## src/rtl/scs_pkg.sv

```systemverilog
package scs_pkg;
    typedef enum logic [2:0] {
        ST_FG    = 3'd0,
        ST_IDLE  = 3'd1,
        ST_SLEEP = 3'd2,
        ST_WAKE  = 3'd3,
        ST_BG    = 3'd4
    } scs_state_e;
endpackage

```

## src/rtl/scs_trig.sv

```systemverilog
module scs_trig (
    input  logic clk,
    input  logic rst_n,
    input  logic pin,
    input  logic sw,
    input  logic sel,
    input  logic consume,
    output logic level,
    output logic pend
);
    logic src_d, src_q;
    logic pend_d, pend_q;
    logic rise;

    always_comb begin
        level  = sel ? pin : sw;
        src_d  = level;
        rise   = level & ~src_q;
        pend_d = rise | (pend_q & ~consume);
    end

    always_ff @(posedge clk or negedge rst_n) begin
        if (!rst_n) begin
            src_q  <= 1'b1;
            pend_q <= 1'b0;
        end else begin
            src_q  <= src_d;
            pend_q <= pend_d;
        end
    end

    assign pend = pend_q;
endmodule

```

## src/rtl/scs_timer.sv

```systemverilog
module scs_timer #(
    parameter int W = 8
) (
    input  logic         clk,
    input  logic         rst_n,
    input  logic         clr,
    input  logic [W-1:0] limit,
    output logic         hit
);
    logic [W-1:0] cnt_d, cnt_q;

    always_comb begin
        cnt_d = cnt_q;
        if (clr)
            cnt_d = '0;
        else if (cnt_q != '1)
            cnt_d = cnt_q + W'(1);
        hit = (cnt_q == limit);
    end

    always_ff @(posedge clk or negedge rst_n) begin
        if (!rst_n) cnt_q <= '0;
        else        cnt_q <= cnt_d;
    end
endmodule

```

## src/rtl/spare_cal_seq.sv

```systemverilog
module spare_cal_seq
    import scs_pkg::*;
#(
    parameter int N_ACT = 4,
    parameter int DLY_W = 8,
    parameter int CNT_W = 16
) (
    input  logic               clk,
    input  logic               rst_n,
    input  logic               trig_pin,
    input  logic               sw_trig,
    input  logic               trig_sel,
    input  logic               bg_en,
    input  logic               lp_en,
    input  logic               lp_manual,
    input  logic [DLY_W-1:0]   sleep_dly,
    input  logic [DLY_W-1:0]   wake_dly,
    input  logic [N_ACT:0]     core_done,
    output logic [N_ACT:0]     core_pwr,
    output logic [N_ACT:0]     core_cal,
    output logic [N_ACT:0]     core_online,
    output logic               conv_valid,
    output logic               busy,
    output logic               done,
    output logic [CNT_W-1:0]   rot_count
);
    localparam int NC = N_ACT + 1;
    localparam int IW = $clog2(NC);
    localparam logic [NC-1:0] ONE = NC'(1);
    localparam logic [IW-1:0] LAST = IW'(NC - 1);

    typedef struct packed {
        scs_state_e       st;
        logic [IW-1:0]    idx;
        logic [IW-1:0]    sp;
        logic [NC-1:0]    pwr;
        logic [NC-1:0]    cal;
        logic [NC-1:0]    onl;
        logic             conv;
        logic             busy;
        logic             done;
        logic [CNT_W-1:0] rot;
    } regs_t;

    localparam regs_t RST = '{
        st:   ST_FG,
        idx:  '0,
        sp:   LAST,
        pwr:  '1,
        cal:  ONE,
        onl:  {1'b0, {N_ACT{1'b1}}},
        conv: 1'b0,
        busy: 1'b1,
        done: 1'b0,
        rot:  '0
    };

    regs_t d, q;
    logic  trig_lvl, trig_pend, consume;
    logic  tmr_clr, tmr_hit;
    logic [DLY_W-1:0] tmr_lim;
    logic [IW-1:0]    victim;

    scs_trig i_trig (
        .clk     (clk),
        .rst_n   (rst_n),
        .pin     (trig_pin),
        .sw      (sw_trig),
        .sel     (trig_sel),
        .consume (consume),
        .level   (trig_lvl),
        .pend    (trig_pend)
    );

    assign tmr_lim = (q.st == ST_SLEEP) ? sleep_dly : wake_dly;

    scs_timer #(.W(DLY_W)) i_timer (
        .clk   (clk),
        .rst_n (rst_n),
        .clr   (tmr_clr),
        .limit (tmr_lim),
        .hit   (tmr_hit)
    );

    always_comb begin
        d       = q;
        consume = 1'b0;
        victim  = (q.sp == LAST) ? '0 : q.sp + IW'(1);
        case (q.st)
            ST_FG: begin
                if (core_done[q.idx]) begin
                    if (q.idx == LAST) begin
                        d.st   = ST_IDLE;
                        d.cal  = '0;
                        d.conv = 1'b1;
                        d.busy = 1'b0;
                        d.done = 1'b1;
                    end else begin
                        d.idx = q.idx + IW'(1);
                        d.cal = ONE << (q.idx + IW'(1));
                    end
                end
            end
            ST_IDLE: begin
                if (!bg_en) begin
                    if (trig_pend) begin
                        d.st    = ST_FG;
                        d.idx   = '0;
                        d.cal   = ONE;
                        d.conv  = 1'b0;
                        d.busy  = 1'b1;
                        consume = 1'b1;
                    end
                end else if (lp_en) begin
                    d.st        = ST_SLEEP;
                    d.pwr[q.sp] = 1'b0;
                end else if (lp_manual ? trig_pend : trig_lvl) begin
                    d.st    = ST_BG;
                    d.cal   = ONE << q.sp;
                    d.busy  = 1'b1;
                    consume = 1'b1;
                end
            end
            ST_SLEEP: begin
                if (!bg_en || !lp_en) begin
                    d.st        = ST_IDLE;
                    d.pwr[q.sp] = 1'b1;
                end else if (lp_manual ? trig_pend : tmr_hit) begin
                    d.st        = ST_WAKE;
                    d.pwr[q.sp] = 1'b1;
                    d.busy      = 1'b1;
                    consume     = 1'b1;
                end
            end
            ST_WAKE: begin
                if (tmr_hit) begin
                    d.st  = ST_BG;
                    d.cal = ONE << q.sp;
                end
            end
            ST_BG: begin
                if (core_done[q.sp]) begin
                    d.st         = ST_IDLE;
                    d.cal        = '0;
                    d.busy       = 1'b0;
                    d.onl[victim] = 1'b0;
                    d.onl[q.sp]  = 1'b1;
                    d.sp         = victim;
                    d.rot        = q.rot + CNT_W'(1);
                end
            end
            default: d = RST;
        endcase
        tmr_clr = (d.st != q.st);
    end

    always_ff @(posedge clk or negedge rst_n) begin
        if (!rst_n) q <= RST;
        else        q <= d;
    end

    assign core_pwr    = q.pwr;
    assign core_cal    = q.cal;
    assign core_online = q.onl;
    assign conv_valid  = q.conv;
    assign busy        = q.busy;
    assign done        = q.done;
    assign rot_count   = q.rot;
endmodule

```

## config.mk

```make
export PLATFORM = sky130hd
export DESIGN_NAME = spare_cal_seq
export DESIGN_NICKNAME = d
export VERILOG_FILES = /design/src/rtl/scs_pkg.sv /design/src/rtl/scs_trig.sv /design/src/rtl/scs_timer.sv /design/src/rtl/spare_cal_seq.sv
export SDC_FILE = /design/constraint.sdc
export NUM_CORES = 1
export LEC_CHECK = 0
export CAP_MARGIN = 20
export CORE_MARGIN = 4
export CORE_UTILIZATION = 50
export CTS_BUF_LIST = sky130_fd_sc_hd__clkbuf_16
export CTS_CLUSTER_SIZE = 25
export DETAILED_ROUTE_END_ITERATION = 16
export PLACE_DENSITY_LB_ADDON = 0.15
export RECOVER_POWER = 100
export SLEW_MARGIN = 20
export SYNTH_ARGS = -nofsm -noshare
export SYNTH_HDL_FRONTEND = slang
export SYNTH_SLANG_ARGS = --single-unit
```

## constraint.sdc

```tcl
create_clock -name clk -period 3.4 [get_ports clk]
set_clock_uncertainty 0.15 [all_clocks]
set_input_delay 0.85 -clock clk [delete_from_list [all_inputs] [get_ports clk]]
set_output_delay 0.85 -clock clk [all_outputs]
set_load 0.03 [all_outputs]
```

==> results.py <==
metrics = {
    "cells_and_area": {
        "nets": 488,
        "final_area_um2": 4265,
        "drive_above_1_share": 0.08054,
        "diodes": 0,
        "instances_no_fill": 543,
        "area_growth_pct": 19.03,
        "fillers": 615,
    },
    "placed_design": {
        "portBuffers": 62,
        "hpwl_um": 6455,
        "dp_slack_ns": 0.003098,
        "dp_cells": 535,
        "placed_cell_area_um2": 4114,
        "place_congestion": 0.9042,
    },
    "power": {
        "power_density_nw_per_um2": 678.9,
        "leakage_uw": 0.001852,
        "fin_total_pwr_uw": 2896,
        "ir_drop_mv": 0.3065,
    },
    "die": {
        "dieArea_um2": 8585,
        "io_pins": 63,
        "core_um2": 6869,
        "rows": 30,
        "die_w_um": 92.66,
        "start_util": 0.5217,
        "die_h_um": 92.66,
    },
    "route": {
        "drt_pass1_iterations": 6,
        "vias_per_cell": 5.672,
        "wire_per_inst_um": 15.52,
        "vias": 3080,
        "routed_wl_um": 8428,
        "antenna_left": 0,
        "drc_errors": 0,
        "drt_iter0_drc": 163,
    },
    "cts": {
        "clk_latency_ns": 0.29,
        "clkTransAtPathRegs_ns": 0.07,
        "clock-root-buffer": "clkbuf_16",
        "cts_hold_buf": 0,
        "cts.htree.levels": 2,
        "cts_tree": "built",
        "post_cts.repair.setup_buffers": 0,
        "ctsResizeCount": 0,
        "clock-sinks": 53,
        "cts_made_buffers": 5,
        "clock_path_buffers": 2,
    },
    "global_route": {
        "grt_max_degree": 22,
        "grt.met3_usage": 0.03412,
        "antenna_found_initial": 0,
        "grt-busiest-layer": "met2",
        "grt_overflow": 0,
        "grt_pass1_wl_um": 14350,
        "grt_util_met2": 0.3438,
        "grt_pass1_vias": 3008,
        "track_usage": 0.2066,
        "met1_usage": 0.2775,
    },
    "run_status": {
        "status": "finished, final reports clean",
    },
    "timing": {
        "fmax_ghz": 0.3178,
        "finalCriticalPeriod_ns": 3.147,
        "slew_violations": 0,
        "tns_ns": 0,
        "fin_ws_ns": 0.2534,
        "fin_crit_sh": 0.9255,
        "setup_viol": 0,
        "rsz0062_at_grt": "false",
        "hold_viol": 0,
        "slew_headroom": 0.2839,
        "tightest_slew_ns": 1.074,
    },
    "critical_path": {
        "end_kind": "flop",
        "crit_path_start_kind": "flop",
        "cp_max_fo": 15,
        "critical_path_class": "flop to flop",
        "critPathRequiredTime_ns": 3.42,
        "crit_arrival_ns": 3.17,
    },
    "yosys": {
        "synth_area_um2": 3583,
        "yosysUniqueCellTypes": 59,
        "async_flop_share": 1.000,
        "synthTopCellsByArea": "dfrtp_1 (28%), dfstp_2 (9.5%), buf_4 (6.9%)",
        "synth-edff-count": 0,
        "synth_top_cell_area_share": 0.2793,
        "syn_area_per_cell_um2": 8.740,
        "ys_dominant_reg_cell": "dfrtp_1",
        "yosysWarningCount": 0,
        "ys_seq_area_frac": 0.3747,
        "syn-num-nets": 452,
        "ys_seq_elements": 53,
        "synthCells": 410,
        "yosysTopAreaCell": "dfrtp_1",
    },
    "run": {
        "drv_cap": 0,
    },
    "min_path": {
        "hp-class": "flop to flop",
    },
}
## critical path, cell delays in order (launching register included)
cell and delay (ns):
dfrtp_1 0.41, clkbuf_1 0.30, or3b_2 0.66, mux2i_1 0.16
or4_1 0.47, o21bai_1 0.21, and3_1 0.33, mux2_1 0.35
## power breakdown
part | switching [µW] | internal [µW]
Clock | 238 | 349
Combinational | 777 | 550
Sequential | 167 | 815
Total | 1180 | 1710
## cells by family after synthesis
logic type,after synthesis,share of synthesized area
and+or+nand+nor,144,0.2004
AOI/OAI and AO/OA,105,0.1907
buffers and inverters,65,0.1034
DFF,53,0.3747
muxes,16,0.05133
xor gates and xnor gates,14,0.03422
adders and majority gates,13,0.04539
## routing by layer
metal	up-vias	routed length (µm)
li1	1514	-
met4	0	96
met2	68	4091
met3	7	333
met5	-	0
met1	1491	3907
## cell type report
| cell class | instances | area, µm² | share of cell area |
|---|---|---|---|
| sequential | 53 | 1343 | 0.3148 |
| clock buffer | 5 | 125.1 | 0.02933 |
| tap | 96 | 120.1 | 0.02816 |
| inverter | 20 | 75.07 | 0.01760 |
| timing repair buffer | 74 | 685.7 | 0.1608 |
| clock inverter | 3 | 46.29 | 0.01085 |
| multi-input combinational | 292 | 1871 | 0.4385 |
## per-stage QoR
stage	util	hold WS (ns)
2_1_floorplan	-	0.2974
3_3_place_gp	0.5989	0.3059
3_5_place_dp	0.5989	0.3119
4_1_cts	0.6239	0.3217
5_1_grt	0.6209	0.3340
6_report	0.6209	0.3156
## Yosys cell counts, types with 3 or more instances
library cell  count
a22o_1            4
mux2i_1           6
o22ai_1           3
o21a_1            3
inv_1            20
nor2_1           40
xor2_1            8
mux2_2            4
and3_1            7
o21ai_0          31
buf_4            33
dfstp_2          13
nor3_1           15
nand3_1          17
xnor2_1           6
mux2_1            5
or3_1             7
a32oi_1           3
a211oi_1          5
nand4_1           7
dfrtp_1          40
ha_1             13
clkbuf_1          9
a21oi_1          24
a31oi_1           8
nand2_1          31
nand2b_1          7
## registers in the layout, summed over array words and instances, names as in the netlist, 5 cells and up
name,count
core_cal,5
rot_count,16
i_timer.cnt_q,8
core_online,5
core_pwr,5
q,9
## worst paths after layout
path / startpoint / to / slack, ns / cells past startpoint
setup / recovery: q[40] / core_cal[3] / 0.25 / 7
hold / removal: core_online[1] / core_online[1] / 0.32 / 2
setup reg to reg: q[40] / core_cal[3] / 0.25 / 7
hold reg to reg: core_online[1] / core_online[1] / 0.32 / 2
max in group asynchronous: rst_n / q[37] / 1.13 / 2
min in group asynchronous: rst_n / rot_count[7] / 0.58 / 1
## placed cells by master, fill, tap and decap left out, types with 2 or more instances in the layout
cell type        synthesis  final
a211oi_1                 5      5
a21o_1                   2      2
a21oi_1                 24     24
a221oi_1                 2      2
a22o_1                   4      4
a2bb2oi_1                2      2
a31oi_1                  8      8
a32oi_1                  3      3
a41o_1                   2      2
and3_1                   7      7
and4_1                   2      2
buf_4                   33      6
clkbuf_1                 9      6
clkbuf_16                0      5
clkdlybuf4s50_1          0     25
dfrtp_1                 40     40
dfstp_2                 13     13
dlygate4sd3_1            0     36
ha_1                    13     13
inv_1                   20     20
mux2_1                   5      6
mux2_2                   4      3
mux2i_1                  6      6
nand2_1                 31     31
nand2b_1                 7      7
nand3_1                 17     17
nand4_1                  7      7
nor2_1                  40     40
nor2b_1                  2      2
nor3_1                  15     15
o2111a_1                 2      2
o21a_1                   3      3
o21ai_0                 31     31
o22a_1                   2      2
o22ai_1                  3      3
or3_1                    7      7
xnor2_1                  6      6
xor2_1                   8      8
Note: power is estimated with default switching activity, not from simulation.
